$ cat config.mk
export PLATFORM = sky130hd
export DESIGN_NAME = dma_xfer_tracker
export DESIGN_NICKNAME = d
export VERILOG_FILES = /design/src/rtl/dma_trk_pkg.sv /design/src/rtl/dma_trk_datapath.sv /design/src/rtl/dma_trk_ctrl.sv /design/src/rtl/dma_xfer_tracker.sv
export SDC_FILE = /design/constraint.sdc
export NUM_CORES = 1
export LEC_CHECK = 0
export CORE_ASPECT_RATIO = 1.25
export CORE_MARGIN = 2
export CORE_UTILIZATION = 61
export CTS_BUF_LIST = sky130_fd_sc_hd__clkbuf_8 sky130_fd_sc_hd__clkbuf_16
export DETAILED_ROUTE_END_ITERATION = 16
export GPL_TIMING_DRIVEN = 0
export PLACE_DENSITY = 0.91
export SYNTH_ARGS = -nofsm -noshare
export SYNTH_HDL_FRONTEND = slang
export SYNTH_SLANG_ARGS = --single-unit
$ cat constraint.sdc
create_clock -name clk -period 5.86 [get_ports clk]
set_input_delay 1.172 -clock clk [delete_from_list [all_inputs] [get_ports clk]]
set_output_delay 1.172 -clock clk [all_outputs]
set_load 0.01 [all_outputs]
$ cat src/rtl/dma_trk_pkg.sv
package dma_trk_pkg;

  localparam logic [1:0] REG_SRC  = 2'd0;
  localparam logic [1:0] REG_DST  = 2'd1;
  localparam logic [1:0] REG_CNT  = 2'd2;
  localparam logic [1:0] REG_CTRL = 2'd3;

  localparam int CTRL_W    = 11;
  localparam int B_EN      = 0;
  localparam int B_SIZE    = 1;
  localparam int B_SMODE   = 3;
  localparam int B_DMODE   = 5;
  localparam int B_HALF_IE = 7;
  localparam int B_END_IE  = 8;
  localparam int B_HALF_F  = 9;
  localparam int B_END_F   = 10;

  localparam logic [1:0] MODE_INC = 2'd0;
  localparam logic [1:0] MODE_DEC = 2'd1;

  typedef struct packed {
    logic       advance;
    logic       ldSrc;
    logic       ldDst;
    logic       ldCnt;
    logic       latchInit;
    logic [1:0] unitSize;
    logic [1:0] srcMode;
    logic [1:0] dstMode;
  } dpStrobe_t;

  function automatic logic [4:0] unitBytes(input logic [1:0] sz);
    case (sz)
      2'd0:    unitBytes = 5'd1;
      2'd1:    unitBytes = 5'd2;
      2'd2:    unitBytes = 5'd4;
      default: unitBytes = 5'd16;
    endcase
  endfunction

endpackage

$ cat src/rtl/dma_trk_datapath.sv
module dma_trk_datapath
  import dma_trk_pkg::*;
#(
  parameter int ADDR_W = 32,
  parameter int CNT_W  = 24
) (
  input  logic              clk,
  input  logic              rstN,
  input  dpStrobe_t         strb,
  input  logic [ADDR_W-1:0] wrData,
  output logic [ADDR_W-1:0] srcAddr,
  output logic [ADDR_W-1:0] dstAddr,
  output logic [CNT_W-1:0]  count,
  output logic              halfHit,
  output logic              lastHit
);

  localparam int EFF_W = CNT_W + 1;

  logic [CNT_W-1:0]  cntQ;
  logic [CNT_W-1:0]  initQ;
  logic [EFF_W-1:0]  cntEff;
  logic [EFF_W-1:0]  initEff;
  logic [EFF_W-1:0]  remNext;
  logic [ADDR_W-1:0] stepVal;
  logic [ADDR_W-1:0] addrQ [2];

  // zero encodes the full 2^CNT_W range by supplying the extra top bit
  assign cntEff  = {(cntQ == '0), cntQ};
  assign initEff = {(initQ == '0), initQ};
  assign remNext = cntEff - EFF_W'(1);
  assign halfHit = (remNext == (initEff >> 1));
  assign lastHit = (cntQ == CNT_W'(1));
  assign stepVal = ADDR_W'(unitBytes(strb.unitSize));

  always_ff @(posedge clk or negedge rstN) begin
    if (!rstN) begin
      cntQ  <= '0;
      initQ <= '0;
    end else begin
      if (strb.ldCnt)        cntQ <= wrData[CNT_W-1:0];
      else if (strb.advance) cntQ <= cntQ - CNT_W'(1);
      if (strb.latchInit)    initQ <= cntQ;
    end
  end

  for (genvar side = 0; side < 2; side++) begin : g_side
    logic [1:0] sideMode;
    logic       sideLd;
    assign sideMode = (side == 0) ? strb.srcMode : strb.dstMode;
    assign sideLd   = (side == 0) ? strb.ldSrc   : strb.ldDst;

    always_ff @(posedge clk or negedge rstN) begin
      if (!rstN) begin
        addrQ[side] <= '0;
      end else if (sideLd) begin
        addrQ[side] <= wrData;
      end else if (strb.advance) begin
        case (sideMode)
          MODE_INC: addrQ[side] <= addrQ[side] + stepVal;
          MODE_DEC: addrQ[side] <= addrQ[side] - stepVal;
          default:  addrQ[side] <= addrQ[side];
        endcase
      end
    end
  end

  assign srcAddr = addrQ[0];
  assign dstAddr = addrQ[1];
  assign count   = cntQ;


  count_step_chk: assert property (@(posedge clk) disable iff (!rstN)
    (strb.advance && !strb.ldCnt) |=> (cntQ == $past(cntQ) - CNT_W'(1)))
    else $error("count did not step by one");


  src_idle_chk: assert property (@(posedge clk) disable iff (!rstN)
    (!strb.advance && !strb.ldSrc) |=> $stable(addrQ[0]))
    else $error("source address moved while idle");


  dst_idle_chk: assert property (@(posedge clk) disable iff (!rstN)
    (!strb.advance && !strb.ldDst) |=> $stable(addrQ[1]))
    else $error("destination address moved while idle");

endmodule

$ cat src/rtl/dma_trk_ctrl.sv
module dma_trk_ctrl
  import dma_trk_pkg::*;
(
  input  logic              clk,
  input  logic              rstN,
  input  logic              regWe,
  input  logic [1:0]        regAddr,
  input  logic [CTRL_W-1:0] wrBits,
  input  logic              xferDone,
  input  logic              halfHit,
  input  logic              lastHit,
  output dpStrobe_t         strb,
  output logic [CTRL_W-1:0] ctrlWord,
  output logic              irqOut
);

  logic       enQ, hieQ, eieQ, halfQ, endQ, halfSeenQ;
  logic [1:0] sizeQ, smQ, dmQ;
  logic       wrCtrl, adv, halfEv, endEv, startRun;

  assign wrCtrl   = regWe && (regAddr == REG_CTRL);
  assign adv      = xferDone && enQ;
  assign halfEv   = adv && halfHit && !halfSeenQ;
  assign endEv    = adv && lastHit;
  assign startRun = wrCtrl && wrBits[B_EN] && !enQ;

  always_comb begin
    strb.advance   = adv;
    strb.ldSrc     = regWe && (regAddr == REG_SRC);
    strb.ldDst     = regWe && (regAddr == REG_DST);
    strb.ldCnt     = regWe && (regAddr == REG_CNT);
    strb.latchInit = startRun;
    strb.unitSize  = sizeQ;
    strb.srcMode   = smQ;
    strb.dstMode   = dmQ;
  end

  always_ff @(posedge clk or negedge rstN) begin
    if (!rstN) begin
      enQ <= 1'b0; hieQ <= 1'b0; eieQ <= 1'b0;
      halfQ <= 1'b0; endQ <= 1'b0; halfSeenQ <= 1'b0;
      sizeQ <= '0; smQ <= '0; dmQ <= '0;
    end else begin
      if (wrCtrl) begin
        enQ   <= wrBits[B_EN];
        sizeQ <= wrBits[B_SIZE +: 2];
        smQ   <= wrBits[B_SMODE +: 2];
        dmQ   <= wrBits[B_DMODE +: 2];
        hieQ  <= wrBits[B_HALF_IE];
        eieQ  <= wrBits[B_END_IE];
        halfQ <= halfQ & wrBits[B_HALF_F];
        endQ  <= endQ & wrBits[B_END_F];
      end
      if (startRun)    halfSeenQ <= 1'b0;
      else if (halfEv) halfSeenQ <= 1'b1;
      // hardware events win over a software clear in the same cycle
      if (halfEv) halfQ <= 1'b1;
      if (endEv) begin
        endQ <= 1'b1;
        enQ  <= 1'b0;
      end
    end
  end

  assign irqOut   = (halfQ && hieQ) || (endQ && eieQ);
  assign ctrlWord = {endQ, halfQ, eieQ, hieQ, dmQ, smQ, sizeQ, enQ};


  end_stops_chk: assert property (@(posedge clk) disable iff (!rstN)
    (adv && lastHit) |=> (!enQ && endQ))
    else $error("end did not stop the channel");


  half_rise_chk: assert property (@(posedge clk) disable iff (!rstN)
    $rose(halfQ) |-> $past(adv))
    else $error("half flag rose without a transfer");


  half_once_chk: assert property (@(posedge clk) disable iff (!rstN)
    (halfSeenQ && !startRun) |=> !$rose(halfQ))
    else $error("half flag set twice in a run");


  irq_src_chk: assert property (@(posedge clk) disable iff (!rstN)
    irqOut |-> (halfQ || endQ))
    else $error("interrupt without a flag");

endmodule

$ cat src/rtl/dma_xfer_tracker.sv
module dma_xfer_tracker
  import dma_trk_pkg::*;
#(
  parameter int ADDR_W = 32,
  parameter int CNT_W  = 24
) (
  input  logic              clk,
  input  logic              rstN,
  input  logic              regWe,
  input  logic [1:0]        regAddr,
  input  logic [ADDR_W-1:0] regWrData,
  output logic [ADDR_W-1:0] regRdData,
  input  logic              xferDone,
  output logic [ADDR_W-1:0] srcAddrOut,
  output logic [ADDR_W-1:0] dstAddrOut,
  output logic              irqOut
);

  dpStrobe_t         strb;
  logic [CNT_W-1:0]  count;
  logic [CTRL_W-1:0] ctrlWord;
  logic              halfHit, lastHit;

  dma_trk_ctrl u_ctrl (
    .clk      (clk),
    .rstN     (rstN),
    .regWe    (regWe),
    .regAddr  (regAddr),
    .wrBits   (regWrData[CTRL_W-1:0]),
    .xferDone (xferDone),
    .halfHit  (halfHit),
    .lastHit  (lastHit),
    .strb     (strb),
    .ctrlWord (ctrlWord),
    .irqOut   (irqOut)
  );

  dma_trk_datapath #(.ADDR_W(ADDR_W), .CNT_W(CNT_W)) u_dp (
    .clk     (clk),
    .rstN    (rstN),
    .strb    (strb),
    .wrData  (regWrData),
    .srcAddr (srcAddrOut),
    .dstAddr (dstAddrOut),
    .count   (count),
    .halfHit (halfHit),
    .lastHit (lastHit)
  );

  always_comb begin
    case (regAddr)
      REG_SRC: regRdData = srcAddrOut;
      REG_DST: regRdData = dstAddrOut;
      REG_CNT: regRdData = ADDR_W'(count);
      default: regRdData = ADDR_W'(ctrlWord);
    endcase
  end

endmodule

==> results.yml, run 1 <==
synthesis:
  synth_edf_count: 0
  synthArstFlopShare_pct: 100
  synth_area_leaders: "dfrtp_1 (31%), ha_1 (8.1%), a21oi_1 (7.2%)"
  synth_nets: 1301
  seq_area_frac_synth_pct: 31.1
  synthCells: 1196
  synthFlopType: "dfrtp_1"
  ys_ff_latch: 124
  avgSynthCellArea_sq_um: 8.35
  syn-cell-area_sq_um: 9980
  yosysTopAreaCellShare_pct: 31.1
  synth_cell_types: 62
  yosys_warnings: 0
  yosysTopAreaCell: "dfrtp_1"
power_and_ir_drop:
  ir_worst_vdd_v: 0.000355
  power.density_nw_per_um2: 538
  finalPower_uw: 6550
  power.leakage_uw: 0.00504
floorplanning:
  core_sq_um: 16100
  die_w_um: 118
  die_h_um: 147
  die_area_sq_um: 17400
  rows: 52
  start_util_pct: 61.9
  io_pins: 135
worst_setup_path:
  path_buf_inv: 4
  reg2reg_to: "u_dp.dstAddr[28]"
  r2r_cells: 13
  cp_slowest_stage_delay_ns: 0.76
  reg2reg_from: "u_ctrl.dmQ[1]"
  crit_path_start_kind: "input port"
  worstPathArrival_ns: 4.26
  cp_max_fo: 10
  cpMostUsedCell: "clkbuf_1"
  crit_chain: "clkbuf_1 -> clkbuf_1 -> buf_1 -> mux2i_1 -> o21ai_0 -> clkdlybuf4s50_1"
  worst_setup_path_end_kind: "output port"
  critPathRequiredTime_ns: 4.69
  r2r_slack_ns: 1.52
  critPathTopFamily: "buffers and inverters"
  crit_path_top_delay_cell: "clkbuf_1"
  critPathKind: "in2out"
place:
  io_buffer_count: 133
  pre_cts_ws_ns: 0.497
  post-place-cells: 1546
  place.gp.congestion: 1.03
  dp_hpwl_um: 26600
cts:
  cts_resized: 0
  numCtsBuffers: 17
  cts_setup_buffers: 0
  hold_buffers: 0
  cts.htree.levels: 4
  path_clk_slew_ns: 0.06
  root_buffer: "clkbuf_16"
  max-clock-path-buffers: 2
  cts_tree: "done"
  clock_latency_ns: 0.43
  clock_sinks: 124
worst_hold_path:
  hold_depth: 1
  hold_end: "u_ctrl.halfQ"
  min_from: "u_ctrl.halfSeenQ"
  min_path_type: "reg2reg"
routing:
  viasPerCell: 6.61
  routed_wl_um: 35300
  routed-via-count: 10400
  antenna_left: 0
  drtPass1Iterations: 6
  first_iter_violations: 1117
  drcViolationCount: 0
  wl_per_cell_um: 22.4
global_routing:
  grt_max_degree: 84
  antenna_found_initial: 1
  overflow: 0
  grt_pass1_wl_um: 54600
  grt_pass1_vias: 10300
  grt_usage_pct: 40.7
sta:
  drv_slew: 0
  tightest_slew_ns: 0.970
  whs_ns: 0.483
  hold_viol_final: 0
  finalCritPeriodShare_pct: 92.8
  setup_ws_ns: 0.424
  setup_viol: 0
  rsz0062_at_grt: "false"
  maxSlewHeadroom_pct: 35.1
  min_period_ns: 5.44
  tns_ns: 0
  fmax_mhz: 184
  fin_skew_ns: 0.00809
final_layout:
  area_growth_syn_to_layout_pct: 22.0
  nNetsFinal: 1454
  drive_above_1_share_pct: 7.27
  final_cells: 1578
  n_fill_cell: 1171
  antenna_cells: 0
run_status:
  status: "complete, no violations"
flow_run:
  maxCapViolations: 0
[where the power goes]
part	internal [uW]	leakage, uW	total [uW]	switching [uW]
sequential	1200	0.00147	1780	587
combinational	1740	0.00330	3750	2000
clock	588	0.000267	1010	426
[per-layer routing]
layer  up-vias  part of all wire, %  global-route usage (%)
li1       4609                    -                       -
met1      4867                   33                    46.9
met2       729                   46                    66.6
met3       227                   11                    9.28
met4         0                  8.8                    29.3
met5         -                    0                       0
[worst max path at each step]
stage                    start               end  slack (ns)  cells after the start
global placement          rstN  u_dp.dstAddr[30]       -1.20                      1
finish              regAddr[0]     regRdData[21]        0.42                      6
CTS                 regAddr[0]     regRdData[21]        0.48                      6
global route        regAddr[0]     regRdData[21]        0.31                      6
detailed placement  regAddr[0]     regRdData[21]        0.50                      6
floorplan           regAddr[0]     regRdData[13]        1.75                      5
[cell families after synthesis]
family,synth area share (%)
buffers and inverters,3.52
DFF,31.1
xor gates and xnor gates,9.39
muxes,8.71
and+or+nand+nor,18.4
adders and majority gates,8.55
AOI/OAI and AO/OA,20.3
[cells in the mapped netlist (3+ instances only)]
| library cell | number |
|---|---|
| mux4_2 | 11 |
| and2_1 | 6 |
| nor3_1 | 22 |
| or4_1 | 3 |
| or3_1 | 7 |
| o21ai_0 | 98 |
| buf_2 | 5 |
| a211oi_1 | 3 |
| o21a_1 | 12 |
| and4_1 | 4 |
| nor2_1 | 122 |
| and3_1 | 7 |
| buf_1 | 5 |
| nand2b_1 | 12 |
| nor3b_1 | 6 |
| inv_1 | 26 |
| a21o_1 | 21 |
| or2_2 | 5 |
| a21oi_1 | 144 |
| o31ai_1 | 4 |
| xnor2_1 | 70 |
| o31a_1 | 3 |
| mux2i_1 | 25 |
| clkbuf_1 | 53 |
| a31oi_1 | 21 |
| nor2b_1 | 7 |
| nor4_1 | 15 |
| mux2_2 | 33 |
| xor2_1 | 37 |
| o211ai_1 | 9 |
| a22oi_1 | 9 |
| a21boi_0 | 4 |
| dfrtp_1 | 124 |
| nand4_1 | 10 |
| nand2_1 | 121 |
| o21bai_1 | 7 |
| nand3_1 | 30 |
| ha_1 | 65 |
[metrics by stage]
step	cell area [sq um]	util, %
6_report	12200	75.5
2_1_floorplan	9980	-
3_5_place_dp	11600	72.0
4_1_cts	12200	75.5
3_3_place_gp	11600	71.8
5_1_grt	12200	75.5
[cell usage in the layout, fill, tap and decap left out, drive strengths merged, types with 11 or more instances in the layout]
cell type / instances
a21oi: 144
clkdlybuf4s50: 132
xor2: 37
mux4: 11
dfrtp: 124
a31oi: 21
nand3: 30
nor2: 122
a21o: 21
nand2b: 12
xnor2: 70
buf: 13
nor3: 23
o21a: 12
mux2: 33
mux2i: 25
nor4: 17
inv: 31
clkbuf: 70
o21ai: 99
nand2: 122
ha: 65
[worst reg2reg max path: stages, from the launching register on]
cell	delay, ns
dfrtp_1	0.42
nand2b_1	0.31
inv_1	0.73
ha_1	0.46
a21oi_1	0.23
o211ai_1	0.11
a21oi_1	0.36
a21oi_1	0.18
o31ai_1	0.35
nor2b_1	0.30
o21ai_0	0.20
a31oi_1	0.24
xor2_1	0.20
o21ai_0	0.11
[flip-flops by register name, indices dropped and copies added, names as in the netlist, 2 cells and up]
name and cells:
u_dp.srcAddr 32, u_dp.initQ 24, u_ctrl.dmQ 2, u_ctrl.sizeQ 2, u_dp.dstAddr 32, u_dp.count 24
u_ctrl.smQ 2
[cell type report]
class / count / area [sq um] / share of cell area (%)
multi-input cells: 982 / 6530 / 53.6
flip-flops and latches: 124 / 3100 / 25.5
repair buffers: 134 / 1360 / 11.2
clock inverters: 15 / 140 / 1.15
clock buffers: 17 / 425 / 3.49
well taps: 216 / 270 / 2.22
inverters: 26 / 97.6 / 0.801
plain buffers: 64 / 254 / 2.09
(Power assumes the default switching activity.)
==> run 2, diff against run 1 <==
CAP_MARGIN = 20   (was unset)
==> results of run 2 <==
The final DEF is identical to that of run 1; final timing and power are the same.
